[src/rtl/mpd_pkg.sv]
package mpd_pkg;

  localparam int PAGE_BITS = 4;
  localparam int NUM_SEL   = 4;

  // select bit order inside the one-hot vector
  localparam int SEL_ASIC   = 0;
  localparam int SEL_EEPROM = 1;
  localparam int SEL_SRAM   = 2;
  localparam int SEL_FLASH  = 3;

  typedef enum logic [2:0] {
    TGT_NONE,
    TGT_ASIC,
    TGT_EEPROM,
    TGT_SRAM,
    TGT_FLASH
  } tgt_e;

  // page number plus the two remap bits -> destination
  function automatic tgt_e page_target(logic [PAGE_BITS-1:0] page,
                                       logic p2_flash, logic p4_sram);
    tgt_e t;
    case (page)
      4'h0:    t = TGT_NONE;
      4'h1:    t = TGT_ASIC;
      4'h2:    t = p2_flash ? TGT_FLASH : TGT_EEPROM;
      4'h3:    t = TGT_SRAM;
      4'h4:    t = p4_sram ? TGT_SRAM : TGT_FLASH;
      default: t = TGT_FLASH;
    endcase
    return t;
  endfunction

  function automatic logic [NUM_SEL-1:0] tgt_onehot(tgt_e t);
    logic [NUM_SEL-1:0] v;
    v = '0;
    case (t)
      TGT_ASIC:   v[SEL_ASIC]   = 1'b1;
      TGT_EEPROM: v[SEL_EEPROM] = 1'b1;
      TGT_SRAM:   v[SEL_SRAM]   = 1'b1;
      TGT_FLASH:  v[SEL_FLASH]  = 1'b1;
      default:    v = '0;
    endcase
    return v;
  endfunction

endpackage

[src/rtl/mpd_page_map.sv]
module mpd_page_map
  import mpd_pkg::*;
(
  input  logic [PAGE_BITS-1:0] page,
  input  logic                 p2_flash,
  input  logic                 p4_sram,
  output tgt_e                 tgt
);
  always_comb tgt = page_target(page, p2_flash, p4_sram);
endmodule

[src/rtl/mpd_cfg_reg.sv]
module mpd_cfg_reg #(
  parameter int CFG_W = 2
) (
  input  logic             clk,
  input  logic             rst_n,
  input  logic             hit,
  input  logic             wr_n,
  input  logic [CFG_W-1:0] din,
  output logic [CFG_W-1:0] cfg,
  output logic             commit
);
  logic             wr_n_q;
  logic             hit_q;
  logic [CFG_W-1:0] din_q;

  // strobe released this cycle after being low the cycle before
  assign commit = wr_n & ~wr_n_q & hit_q;

  always_ff @(posedge clk or negedge rst_n) begin
    if (!rst_n) begin
      wr_n_q <= 1'b1;
      hit_q  <= 1'b0;
      din_q  <= '0;
      cfg    <= '0;
    end else begin
      wr_n_q <= wr_n;
      if (!wr_n) begin
        hit_q <= hit;
        din_q <= din;
      end else begin
        hit_q <= 1'b0;
      end
      if (commit) cfg <= din_q;
    end
  end
endmodule

[src/rtl/mpd_sel_drive.sv]
module mpd_sel_drive #(
  parameter int N = 4
) (
  input  logic         en,
  input  logic [N-1:0] onehot,
  input  logic [N-1:0] mask,
  output logic [N-1:0] cs_n
);
  for (genvar i = 0; i < N; i++) begin : g_sel
    assign cs_n[i] = ~(en & onehot[i] & ~mask[i]);
  end
endmodule

[src/rtl/mcu_page_decode.sv]
module mcu_page_decode
  import mpd_pkg::*;
#(
  parameter int ADDR_W     = 20,
  parameter int DATA_W     = 8,
  parameter int CFG_OFFSET = 'h0040
) (
  input  logic              clk,
  input  logic              rst_n,
  input  logic [ADDR_W-1:0] addr,
  input  logic [DATA_W-1:0] data_in,
  input  logic              as_n,
  input  logic              rd_n,
  input  logic              wr_n,
  output logic              oe_n,
  output logic              we_n,
  output logic              asic_cs_n,
  output logic              eeprom_cs_n,
  output logic              sram_cs_n,
  output logic              flash_cs_n,
  output logic              wr_err
);
  localparam int OFF_W = ADDR_W - PAGE_BITS;
  localparam logic [OFF_W-1:0] CFG_OFF = OFF_W'(CFG_OFFSET);
  localparam int CFG_W = 2;

  logic [PAGE_BITS-1:0] page;
  logic [OFF_W-1:0]     offset;
  logic [CFG_W-1:0]     cfg;
  logic                 cfg_hit;
  logic                 cfg_commit;
  logic                 access;
  logic                 flash_wr;
  tgt_e                 tgt;
  logic [NUM_SEL-1:0]   onehot;
  logic [NUM_SEL-1:0]   mask;
  logic [NUM_SEL-1:0]   cs_n;
  logic                 unused_data;

  assign page        = addr[ADDR_W-1 -: PAGE_BITS];
  assign offset      = addr[OFF_W-1:0];
  assign unused_data = ^data_in[DATA_W-1:CFG_W];

  assign cfg_hit  = ~as_n & (page == PAGE_BITS'(1)) & (offset == CFG_OFF);
  assign access   = ~as_n & (~rd_n | ~wr_n);
  assign flash_wr = ~as_n & ~wr_n & (tgt == TGT_FLASH);
  assign onehot   = tgt_onehot(tgt);

  always_comb begin
    mask            = '0;
    mask[SEL_FLASH] = ~wr_n;
  end

  mpd_cfg_reg #(.CFG_W(CFG_W)) u_cfg (
    .clk    (clk),
    .rst_n  (rst_n),
    .hit    (cfg_hit),
    .wr_n   (wr_n),
    .din    (data_in[CFG_W-1:0]),
    .cfg    (cfg),
    .commit (cfg_commit)
  );

  mpd_page_map u_map (
    .page     (page),
    .p2_flash (cfg[0]),
    .p4_sram  (cfg[1]),
    .tgt      (tgt)
  );

  mpd_sel_drive #(.N(NUM_SEL)) u_sel (
    .en     (access),
    .onehot (onehot),
    .mask   (mask),
    .cs_n   (cs_n)
  );

  always_ff @(posedge clk or negedge rst_n) begin
    if (!rst_n)        wr_err <= 1'b0;
    else if (flash_wr) wr_err <= 1'b1;
  end

  assign asic_cs_n   = cs_n[SEL_ASIC];
  assign eeprom_cs_n = cs_n[SEL_EEPROM];
  assign sram_cs_n   = cs_n[SEL_SRAM];
  assign flash_cs_n  = cs_n[SEL_FLASH];
  assign oe_n        = rd_n;
  assign we_n        = wr_n;
endmodule

[config.mk]
export PLATFORM = sky130hd
export DESIGN_NAME = mcu_page_decode
export DESIGN_NICKNAME = d
export VERILOG_FILES = /design/src/rtl/mpd_pkg.sv /design/src/rtl/mpd_page_map.sv /design/src/rtl/mpd_cfg_reg.sv /design/src/rtl/mpd_sel_drive.sv /design/src/rtl/mcu_page_decode.sv
export SDC_FILE = /design/constraint.sdc
export NUM_CORES = 1
export LEC_CHECK = 0
export BUFFER_PORTS_ARGS = -buffer_cell sky130_fd_sc_hd__buf_4
export CAP_MARGIN = 10
export CELL_PAD_IN_SITES_DETAIL_PLACEMENT = 0
export CELL_PAD_IN_SITES_GLOBAL_PLACEMENT = 2
export CORE_MARGIN = 2
export CORE_UTILIZATION = 19
export CTS_CLUSTER_DIAMETER = 100
export DETAILED_ROUTE_END_ITERATION = 8
export PLACE_DENSITY = 0.85
export SYNTH_ARGS = -nofsm -noshare
export SYNTH_HDL_FRONTEND = slang
export SYNTH_HIERARCHICAL = 1
export SYNTH_SLANG_ARGS = --single-unit
export TNS_END_PERCENT = 5
[constraint.sdc]
create_clock -name clk -period 1.5 [get_ports clk]
set_input_delay 0.3 -clock clk [delete_from_list [all_inputs] [get_ports clk]]
set_output_delay 0.3 -clock clk [all_outputs]
set_load 0.02 [all_outputs]
==> metrics.md <==
| Metric | Value |
|---|---|
| Worst clock skew | 0.549 ps |
| Setup violators final | 4 |
| Synth-to-Final Area Change | 80.9% |
| Worst Path Required | 1200 ps |
| Routed len/inst | 9.50 microns |
| Hold Crit Depth | 1 |
| Cell Area, Placed | 800 sq um |
| Hold slack | 218 ps |
| Total gr overflow | 0 |
| Cell area after layout | 876 sq um |
| ANT nets after route | 0 |
| Root buffer cell | clkbuf_4 |
| Post-synthesis instance total | 48 |
| GRT Total Usage | 0.0838 |
| Synth warnings | 6 |
| Final WS setup | -353 ps |
| Chip width | 54.5 microns |
| Placer congestion estimate | 0.638 |
| Final Util | 0.357 |
| DIE AREA | 2970 sq um |
| Critical path class | reg -> out |
| FMAX | 540 MHz |
| Status | complete, but fails checks |
| Max Root-Sink Buffers | 2 |
| H-tree depth reported by CTS | 1 |
| Post-layout minimum cycle time | 1850 ps |
| Initial Util | 0.197 |
| Vias in the first global route | 454 |
| Final Non-Filler Cells | 121 |
| Core region area | 2450 sq um |
| Critical Path AT | 1550 ps |
| Slew Viols, Final | 0 |
| Area of the mapped netlist | 484 sq um |
| Clock Latency Late Sink | 240 ps |
| Setup slack, reg-to-reg | 260 ps |
| DRC | 0 |
| Die height | 54.5 microns |
| # Max-Cap Violations | 0 |
| Placed Cells | 116 |
| HPWL Detailed | 993 microns |
| 1st-iter DRT viols | 2 |
| Worst Hold Launch | wr_n |
| Final TNS setup | -1320 ps |
| Failing checks | setup timing |
| First-pass GRT wire length | 1770 microns |
| Initial antenna violation count | 0 |
| Fin nets | 125 |
| Final Hold Viols | 0 |
| Vias | 520 |
| Syn avg cell area | 10.1 sq um |
| Max IR drop VDD | 0.286 mV |
| Worst min-delay path category | in -> reg |
| CTS tree | built |
| DRT Pass-1 Iters | 2 |
| Final Cycle Share | 1.24 |
| R2R depth | 5 |
| Layout cells sized above 1 | 0.604 |
| CP endpoint kind | output pin |
| Input/output buffers | 33 |
| Largest net degree at the start of global routing | 10 |
| FP Rows | 18 |
| RSZ-0062 raised after global routing | yes |
| Leak | 0.404 nW |
| Clock transition at the registers of the reported paths | 50 ps |
| Clock sink total | 7 |
| CTS buffer count | 3 |
| Post-Route WL | 1150 microns |
| Antenna diodes | 0 |
| Power Density | 568 nW/um^2 |
| Via/cell ratio | 4.30 |
| Reg2reg start | u_cfg/cfg[1]$_DFFE_PN0P_ |
| I/O pins | 40 |
| Crit path launch type | flip-flop |
| Crit-path max FO | 4 |
| Hold EP | u_cfg/wr_n_q$_DFF_PN1_ |
| R2r endpoint | wr_err$_DFFE_PN0P_ |
layer usage:
layer,vias to the layer above,wire [microns],track usage
met5,-,0,0
met4,0,6,0.0500
met3,2,115,0.0164
met2,26,608,0.137
met1,236,418,0.101
li1,256,-,-
power breakdown:
group	internal (mW)	switching, mW
registers	0.197	0.00295
logic	0.0822	0.0506
clock network	0.101	0.0634
total	0.380	0.117
placed cells by master (no fill, tap or decap), drive strengths merged, types with 2 or more instances in the layout:
cell type / n
buf: 38
dfrtp: 6
nor2: 6
nand3b: 5
clkbuf: 4
mux2: 4
nor3b: 3
conb: 3
a21oi: 3
inv: 2
nand2b: 2
nor4b: 2
nor4: 2
repair_timing:
item / in CTS / in global routing
pin swaps: 0 / 2
setup buffers: 0 / 0
hold buffers: 1 / 0
endpoints found under the setup margin: 4 / 4
resized for setup: 4 / 6
endpoints found under the hold margin: 6 / 0
worst max-delay path by stage:
stage | slack (ps) | cells after the start | startpoint | endpoint
6_report | -350 | 6 | u_cfg/cfg[1]$_DFFE_PN0P_ | flash_cs_n
3_3_place_gp | -230 | 7 | addr[17] | eeprom_cs_n
5_1_grt | -460 | 6 | u_cfg/cfg[1]$_DFFE_PN0P_ | asic_cs_n
3_5_place_dp | -250 | 7 | addr[17] | eeprom_cs_n
2_1_floorplan | 10 | 5 | addr[17] | eeprom_cs_n
4_1_cts | -370 | 6 | u_cfg/cfg[1]$_DFFE_PN0P_ | flash_cs_n
sequential cells by signal, summed over array words and instances, names as in the netlist:
signal	flops
u_cfg/cfg	2
u_cfg/din_q	2
u_cfg/hit_q	1
u_cfg/wr_n_q	1
wr_err	1
critical path, stage by stage (launching register included):
cell,delay [ps]
dfrtp_1,380
and4bb_1,220
a31oi_2,160
nor2_2,80
nor3b_2,210
nand3b_1,110
buf_6,150
per-stage QoR:
stage / worst slack (ps) / total power [mW]
after global placement: -232 / 0.326
after CTS: -366 / 0.501
after global routing: -460 / 0.524
after detailed placement: -247 / 0.329
after floorplan: 13.3 / 0.244
final: -353 / 0.497
final cells by class:
class,instances,area (sq um)
clock buffer,4,26.3
fill,264,1580
inverter,2,7.51
multi-input combinational,39,318
sequential,7,176
tap,30,37.5
timing repair buffer,39,310
No activity file was read; power rests on OpenSTA's default activity.
